File: src/rtl/dbg_pkg.sv
package dbg_pkg;
    typedef enum logic {
        ST_RUN  = 1'b0,
        ST_HALT = 1'b1
    } dbg_state_e;

    localparam logic [1:0] PRV_MACHINE = 2'd3;
    localparam int         CAUSE_BKPT  = 3;
endpackage

File: src/rtl/dbg_mode_fsm.sv
module dbg_mode_fsm
    import dbg_pkg::*;
#(
    parameter int XLEN   = 32,
    parameter int TRAP_W = 5
) (
    input  logic              clk,
    input  logic              rst_n,
    input  logic              enter_req,
    input  logic [2:0]        enter_why,
    input  logic [XLEN-1:0]   cur_pc,
    input  logic [1:0]        cur_prv,
    input  logic              trap_fire,
    input  logic [TRAP_W-1:0] trap_code,
    output logic              do_enter,
    output logic              do_dbg_trap,
    output logic              trap_is_bkpt,
    output logic              irq_allow,
    output logic [2:0]        halt_why,
    output logic [1:0]        halt_prv,
    output logic [XLEN-1:0]   saved_pc
);
    dbg_state_e state_q, state_d;

    // state register
    always_ff @(posedge clk or negedge rst_n) begin
        if (!rst_n) state_q <= ST_RUN;
        else        state_q <= state_d;
    end

    // capture registers, written only on ENTER
    always_ff @(posedge clk or negedge rst_n) begin
        if (!rst_n) begin
            halt_why <= 3'd0;
            halt_prv <= 2'd0;
            saved_pc <= '0;
        end else if (do_enter) begin
            halt_why <= enter_why;
            halt_prv <= cur_prv;
            saved_pc <= cur_pc;
        end
    end

    assign trap_is_bkpt = (trap_code == TRAP_W'(CAUSE_BKPT));

    // next state and decode outputs
    always_comb begin
        state_d     = state_q;
        do_enter    = 1'b0;
        do_dbg_trap = 1'b0;
        irq_allow   = 1'b0;
        unique case (state_q)
            ST_RUN: begin
                if (enter_req && (enter_why != 3'd0)) begin
                    do_enter = 1'b1;
                    state_d  = ST_HALT;
                end else begin
                    irq_allow = 1'b1;
                end
            end
            ST_HALT: begin
                do_dbg_trap = trap_fire;
            end
            default: state_d = ST_RUN;
        endcase
    end
endmodule

File: src/rtl/dbg_redirect.sv
module dbg_redirect
    import dbg_pkg::*;
#(
    parameter int              XLEN       = 32,
    parameter logic [XLEN-1:0] ENTRY_ADDR = 32'h0000_0800,
    parameter logic [XLEN-1:0] TRAP_ADDR  = 32'h0000_0808
) (
    input  logic            do_enter,
    input  logic            do_dbg_trap,
    input  logic            trap_is_bkpt,
    input  logic [XLEN-1:0] cur_pc,
    input  logic [1:0]      cur_prv,
    output logic            pc_redirect,
    output logic [XLEN-1:0] pc_next,
    output logic [1:0]      prv_next
);
    always_comb begin
        pc_redirect = do_enter | do_dbg_trap;
        pc_next     = cur_pc;
        prv_next    = cur_prv;
        if (do_enter) begin
            pc_next  = ENTRY_ADDR;
            prv_next = PRV_MACHINE;
        end else if (do_dbg_trap) begin
            pc_next  = trap_is_bkpt ? ENTRY_ADDR : TRAP_ADDR;
            prv_next = PRV_MACHINE;
        end
    end
endmodule

File: src/rtl/dbg_irq_pick.sv
module dbg_irq_pick #(
    parameter int XLEN = 32,
    parameter int NIRQ = 16
) (
    input  logic [NIRQ-1:0] irq_pend,
    input  logic            irq_allow,
    output logic            irq_take,
    output logic [XLEN-1:0] irq_code
);
    localparam int IDXW = (NIRQ > 1) ? $clog2(NIRQ) : 1;

    logic [IDXW-1:0] low_idx;

    // lowest set bit wins: scan downward so the last hit is the lowest index
    always_comb begin
        low_idx = '0;
        for (int i = NIRQ - 1; i >= 0; i--) begin
            if (irq_pend[i]) low_idx = IDXW'(i);
        end
    end

    always_comb begin
        irq_take = irq_allow && (irq_pend != '0);
        irq_code = '0;
        if (irq_take) begin
            irq_code[XLEN-1]   = 1'b1;
            irq_code[IDXW-1:0] = low_idx;
        end
    end
endmodule

File: src/rtl/dbg_entry_ctl.sv
module dbg_entry_ctl #(
    parameter int              XLEN       = 32,
    parameter int              NIRQ       = 16,
    parameter int              TRAP_W     = 5,
    parameter logic [XLEN-1:0] ENTRY_ADDR = 32'h0000_0800,
    parameter logic [XLEN-1:0] TRAP_ADDR  = 32'h0000_0808
) (
    input  logic              clk,
    input  logic              rst_n,
    input  logic              enter_req,
    input  logic [2:0]        enter_why,
    input  logic [XLEN-1:0]   cur_pc,
    input  logic [1:0]        cur_prv,
    input  logic              trap_fire,
    input  logic [TRAP_W-1:0] trap_code,
    input  logic [NIRQ-1:0]   irq_pend,
    output logic [XLEN-1:0]   pc_next,
    output logic [1:0]        prv_next,
    output logic              pc_redirect,
    output logic [2:0]        halt_why,
    output logic [1:0]        halt_prv,
    output logic [XLEN-1:0]   saved_pc,
    output logic              irq_take,
    output logic [XLEN-1:0]   irq_code
);
    logic do_enter, do_dbg_trap, trap_is_bkpt, irq_allow;

    dbg_mode_fsm #(.XLEN(XLEN), .TRAP_W(TRAP_W)) fsm_i (
        .clk(clk), .rst_n(rst_n),
        .enter_req(enter_req), .enter_why(enter_why),
        .cur_pc(cur_pc), .cur_prv(cur_prv),
        .trap_fire(trap_fire), .trap_code(trap_code),
        .do_enter(do_enter), .do_dbg_trap(do_dbg_trap),
        .trap_is_bkpt(trap_is_bkpt), .irq_allow(irq_allow),
        .halt_why(halt_why), .halt_prv(halt_prv), .saved_pc(saved_pc)
    );

    dbg_redirect #(.XLEN(XLEN), .ENTRY_ADDR(ENTRY_ADDR), .TRAP_ADDR(TRAP_ADDR)) redir_i (
        .do_enter(do_enter), .do_dbg_trap(do_dbg_trap), .trap_is_bkpt(trap_is_bkpt),
        .cur_pc(cur_pc), .cur_prv(cur_prv),
        .pc_redirect(pc_redirect), .pc_next(pc_next), .prv_next(prv_next)
    );

    dbg_irq_pick #(.XLEN(XLEN), .NIRQ(NIRQ)) irq_i (
        .irq_pend(irq_pend), .irq_allow(irq_allow),
        .irq_take(irq_take), .irq_code(irq_code)
    );
endmodule

File: config.mk
export PLATFORM = sky130hd
export DESIGN_NAME = dbg_entry_ctl
export DESIGN_NICKNAME = d
export VERILOG_FILES = /design/src/rtl/dbg_pkg.sv /design/src/rtl/dbg_mode_fsm.sv /design/src/rtl/dbg_redirect.sv /design/src/rtl/dbg_irq_pick.sv /design/src/rtl/dbg_entry_ctl.sv
export SDC_FILE = /design/constraint.sdc
export NUM_CORES = 1
export LEC_CHECK = 0
export BUFFER_PORTS_ARGS = -buffer_cell sky130_fd_sc_hd__buf_2
export CORE_ASPECT_RATIO = 1.75
export CORE_MARGIN = 5
export CORE_UTILIZATION = 42
export DETAILED_ROUTE_END_ITERATION = 8
export GPL_ROUTABILITY_DRIVEN = 0
export PLACE_DENSITY = 0.85
export SLEW_MARGIN = 20
export SYNTH_ARGS = -nofsm -noshare
export SYNTH_HDL_FRONTEND = slang
export SYNTH_SLANG_ARGS = --single-unit
File: constraint.sdc
create_clock -name clk -period 5.5 [get_ports clk]
set_input_delay 1.1 -clock clk [delete_from_list [all_inputs] [get_ports clk]]
set_output_delay 1.1 -clock clk [all_outputs]
set_load 0.02 [all_outputs]
Word-level counts from Yosys, hierarchy flattened
Index checks and enable logic that the tools add are counted.
- register bits after elaboration: 38
- input bits: 62
- word-level logic and storage cells: 39
- equality and inequality tests: 1
- muxes and demuxes: 29
- bitwise gates (word level): 1
- reductions and logical operators: 4
- operator list (operator ; number):
    $mux 4 ; 18
    $mux 32 ; 2
    $reduce_bool 16->1 ; 1
    $mux 1 ; 7
    $eq 5x2->1 const B ; 1
    $mux 2 ; 2
    $reduce_bool 3->1 ; 1
    $logic_and 1x1->1 ; 2
    $or 1x1->1 ; 1

Longest topological paths before layout
- depth in word-level cells: 17
- mapped depth: 5
- depth with buffers taken out: 4

Cells and area by module
A second synthesis with hierarchy kept.
- cell total of the unflattened synthesis: 188
- area total of the unflattened synthesis: 2343.5 µm²
- modules (own cells, without submodules) (module ; times used ; cells an instance ; area each (µm²)):
    dbg_mode_fsm ; 1 ; 87 ; 1592.8
    dbg_irq_pick ; 1 ; 61 ; 410.4
    dbg_redirect ; 1 ; 40 ; 340.3

Worst setup path before layout
OpenSTA, ideal clock, no wires.
- path kind: input port to output port
- start: input port irq_pend[13]
- end: output port irq_code[31]
- arrival time: 2.576 ns
- required time: 4.400 ns
- setup slack: 1.824 ns
- stages on the path: 4
- path buffers: 1
- cell sequence: or4_4 > or4b_1 > o21a_1 > buf_4
- longest elaborated chain between the ends: 3
- ends and longest elaborated chain (element ; line ; text):
    start: declaration ; dbg_entry_ctl.sv:16 ; input logic [NIRQ-1:0] irq_pend,
    $reduce_bool 16->1 ; dbg_irq_pick.sv:23 ; irq_take = irq_allow && (irq_pend != '0);
    $logic_and 1x1->1 ; dbg_irq_pick.sv:23 ;
    via irq_take ; dbg_entry_ctl.sv:23 ; output logic irq_take,
    $mux 1 ; dbg_irq_pick.sv:25 ; if (irq_take) begin
    end: declaration ; dbg_entry_ctl.sv:24 ; output logic [XLEN-1:0] irq_code
The timed path passes the listed nets, and every way through them passes these cells.

Worst setup path in the final report
- start: input port enter_why[1]
- end: output port pc_next[17]
- longest elaborated chain between the ends: 5
- ends and longest elaborated chain (element ; line ; text):
    start: declaration ; dbg_entry_ctl.sv:11 ; input logic [2:0] enter_why,
    $reduce_bool 3->1 ; dbg_mode_fsm.sv:54 ; if (enter_req && (enter_why != 3'd0)) begin
    $logic_and 1x1->1 ; dbg_mode_fsm.sv:54 ;
    $mux 1 ; dbg_mode_fsm.sv:54 ;
    $mux 1 ; dbg_mode_fsm.sv:52 ; unique case (state_q)
    $mux 32 ; dbg_redirect.sv:21 ; if (do_enter) begin
    end: declaration ; dbg_entry_ctl.sv:17 ; output logic [XLEN-1:0] pc_next,
Every way passes these cells.

==> flow_metrics.tcl <==
set metrics [dict create \
    wirelength_mm 5.309 \
    ctsLongestPathBuffers 2 \
    crit_type "primary input to output port" \
    r2r-end "fsm_i.saved_pc[1]$_DFFE_PN0P_" \
    hold_violations 0 \
    synth_top_family_by_area "multiplexers" \
    drtIter0Drc 35 \
    via_per_inst 4.732 \
    clock_sinks 38 \
    endpoint "pc_next[17]" \
    reg2reg_depth 2 \
    switching_power_w 0.0002514 \
    fin_nets 388 \
    clk_pin_slew_ns 0.07 \
    worst_pin_slew_ns 1.065 \
    gr-max-usage-layer "met2" \
    r2r_slack_ns 3.60 \
    worst_slack_ns 1.472 \
    synthTopCellsByArea "dfrtp_1 (46%), mux2_2 (20%), buf_4 (10%), and2_1 (9.0%), a21oi_1 (1.4%)" \
    initial_core_util 0.4271 \
    grt_pass1_vias 1769 \
    startpoint "enter_why[1]" \
    fin_tns_setup_ns 0 \
    cts-buffers-inserted 5 \
    synthMuxAreaShare 0.1994 \
    synth_compound_area_frac 0.04491 \
    synth_top_cell_area_share 0.4551 \
    ys_types 29 \
    drive_above_1_share 0.5767 \
    drv_cap 0 \
    rsz0062_at_grt "no" \
    cts_setup_buffers 0 \
    syn_area_per_cell_um2 11.06 \
    via_count 1803 \
    synth_largest_area_cell "dfrtp_1" \
    synth_seq_cells 38 \
    fin_crit_sh 0.7323 \
    hold_class "register to register" \
    dieWidth_um 63.32 \
    grtUsageMet1 0.1457 \
    grt_overflow 0 \
    synth.yosys.seq_area_share 0.4551 \
    path_max_fanout 39 \
    mappedNetlistArea_um2 2090 \
    r2r_start "fsm_i.state_q$_DFF_PN0_" \
    dr.pass1.iters 4 \
    num-fill-cells 407 \
    p_leak_nw 1.534 \
    clock_power_share 0.290 \
    outcome "finished clean" \
    synth_edf_count 0 \
    max_freq_mhz 248.3 \
    synth-async-reset-ratio 1.000 \
    drv_slew 0 \
    drc 0 \
    met2_usage 0.2966 \
    synth_common_cells "dfrtp_1 (38), mux2_2 (37), and2_1 (30)" \
    grt_pass1_wl_mm 7.990 \
    yosys_warnings 0 \
    postSynthCellCount 189 \
    ant_nets 0 \
    met3_usage 0.04541 \
    place_inst 373 \
    intPower_w 0.0005541 \
    fp-row-count 34 \
    grtUsageTotal 0.1521 \
    area_delta_synth_final_pct 36.17 \
    insertion_delay_ns 0.28 \
    post_cts_resized 0 \
    antenna_found_initial 0 \
    final_cells 381 \
    wl_per_cell_um 13.93 \
    ys.flop_type "dfrtp_1" \
    p_total_w 0.0008055 \
    pwr-share-comb 0.292 \
    grt_start_max_net_pins 40 \
    core_um2 4892 \
    yosys.area_share.simple 0.1719 \
    power_density_nw_per_um2 283.1 \
    synth.most_common_cell "dfrtp_1" \
    critPathLaunchType "primary input" \
    fp.dieArea_um2 6541 \
    cp.arrival_ns 2.93 \
    die_h_um 103.3 \
    end_kind "output port" \
    postCtsHoldBufs 0 \
    worstPathRequired_ns 4.40 \
    io-pin-count 167 \
    htreeDepth 2 \
    hpwl_mm 4.439 \
    p_seq_frac 0.418 \
    cts_tree "built" \
    fin_crit_ns 4.028 \
    finClkSkew_ns 0.003745 \
    switching_share 0.3121 \
    cts_root_buffer "clkbuf_8" \
    synthAdderAreaFrac 0 \
    synthXorXnorAreaFrac 0 \
    io_buffer_count 139 \
    setup_viol 0 \
    maxSlewHeadroom 0.2886 \
    post-route-util 0.5816 \
    place_ws_ns 1.070 \
    vdd_ir_drop_max_v 0.0001775 \
]
==> critical path, cell delays in order <==
cell	delay, ns
buf_2	0.10
o31ai_1	0.43
nor2_4	0.29
a21oi_4	0.60
and2_1	0.22
buf_2	0.17
==> worst min path at each step <==
stage | startpoint | to | depth (start not counted)
finish | fsm_i.saved_pc[14]$_DFFE_PN0P_ | fsm_i.saved_pc[14]$_DFFE_PN0P_ | 1
global route | fsm_i.halt_prv[0]$_DFFE_PN0P_ | fsm_i.halt_prv[0]$_DFFE_PN0P_ | 1
CTS | fsm_i.saved_pc[27]$_DFFE_PN0P_ | fsm_i.saved_pc[27]$_DFFE_PN0P_ | 1
detailed placement | fsm_i.saved_pc[27]$_DFFE_PN0P_ | fsm_i.saved_pc[27]$_DFFE_PN0P_ | 1
global placement | fsm_i.saved_pc[13]$_DFFE_PN0P_ | fsm_i.saved_pc[13]$_DFFE_PN0P_ | 1
floorplan | fsm_i.state_q$_DFF_PN0_ | fsm_i.state_q$_DFF_PN0_ | 2
==> kinds of logic after synthesis <==
family | Yosys count
simple gates | 57
other cells | 1
buf+inv | 42
compound gates | 14
flops | 38
mux | 37
==> final cells by class <==
type / count / area [um2] / share of cell area
diodes: 1 / 2.502 / 0.0008795
repair buffers: 139 / 695.7 / 0.2445
clock buffers: 6 / 82.58 / 0.02902
multi-input cells: 135 / 989.7 / 0.3478
well taps: 54 / 67.56 / 0.02375
clock inverters: 1 / 30.03 / 0.01055
inverters: 7 / 26.28 / 0.009235
flip-flops and latches: 38 / 950.9 / 0.3342
==> registers in the layout, summed over array words and instances, names as in the netlist <==
register,cells
fsm_i.saved_pc,32
fsm_i.halt_prv,2
fsm_i.state_q,1
fsm_i.halt_why,3
==> routing by layer <==
| metal | vias up | wire (um) |
|---|---|---|
| met2 | 95 | 3088 |
| met1 | 839 | 1559 |
| li1 | 861 | - |
| met3 | 8 | 577 |
| met5 | - | 0 |
| met4 | 0 | 85 |
==> power groups by stage <==
stage	clock, W	combinational (W)	sequential, W
floorplan	0	0.000101	0.000394
global placement	0	0.000234	0.000340
detailed placement	0	0.000238	0.000342
CTS	0.000244	0.000238	0.000337
global route	0.000254	0.000251	0.000343
finish	0.000234	0.000235	0.000337
==> stage by stage <==
step / cell area, um2 / hold WS (ns)
floorplan: 2187 / 0.5322
global placement: 2723 / 0.4853
detailed placement: 2723 / 0.4910
CTS: 2835 / 0.5073
global route: 2843 / 0.5147
finish: 2845 / 0.5007
==> cell usage in the layout, fill, tap and decap left out <==
| cell type | count |
|---|---|
| inv_1 | 7 |
| nand2b_1 | 3 |
| nor2_1 | 6 |
| a21oi_1 | 5 |
| a211o_2 | 1 |
| a311oi_1 | 1 |
| o31ai_1 | 2 |
| o21ai_0 | 1 |
| o221ai_1 | 1 |
| dfrtp_1 | 38 |
| nor2b_1 | 2 |
| or3_1 | 1 |
| nor4_1 | 4 |
| nor3_1 | 3 |
| o311ai_0 | 1 |
| o21a_1 | 1 |
| and2_1 | 30 |
| mux2_2 | 37 |
| clkbuf_8 | 6 |
| or4b_1 | 1 |
| nor2_4 | 1 |
| nand2_1 | 2 |
| diode_2 | 1 |
| conb_1 | 27 |
| buf_2 | 139 |
| nor4b_4 | 1 |
| nor3b_1 | 1 |
| bufinv_16 | 1 |
| a21oi_4 | 1 |
| or4_4 | 1 |
| or4_1 | 1 |
Note: power is estimated with default switching activity, not from simulation.
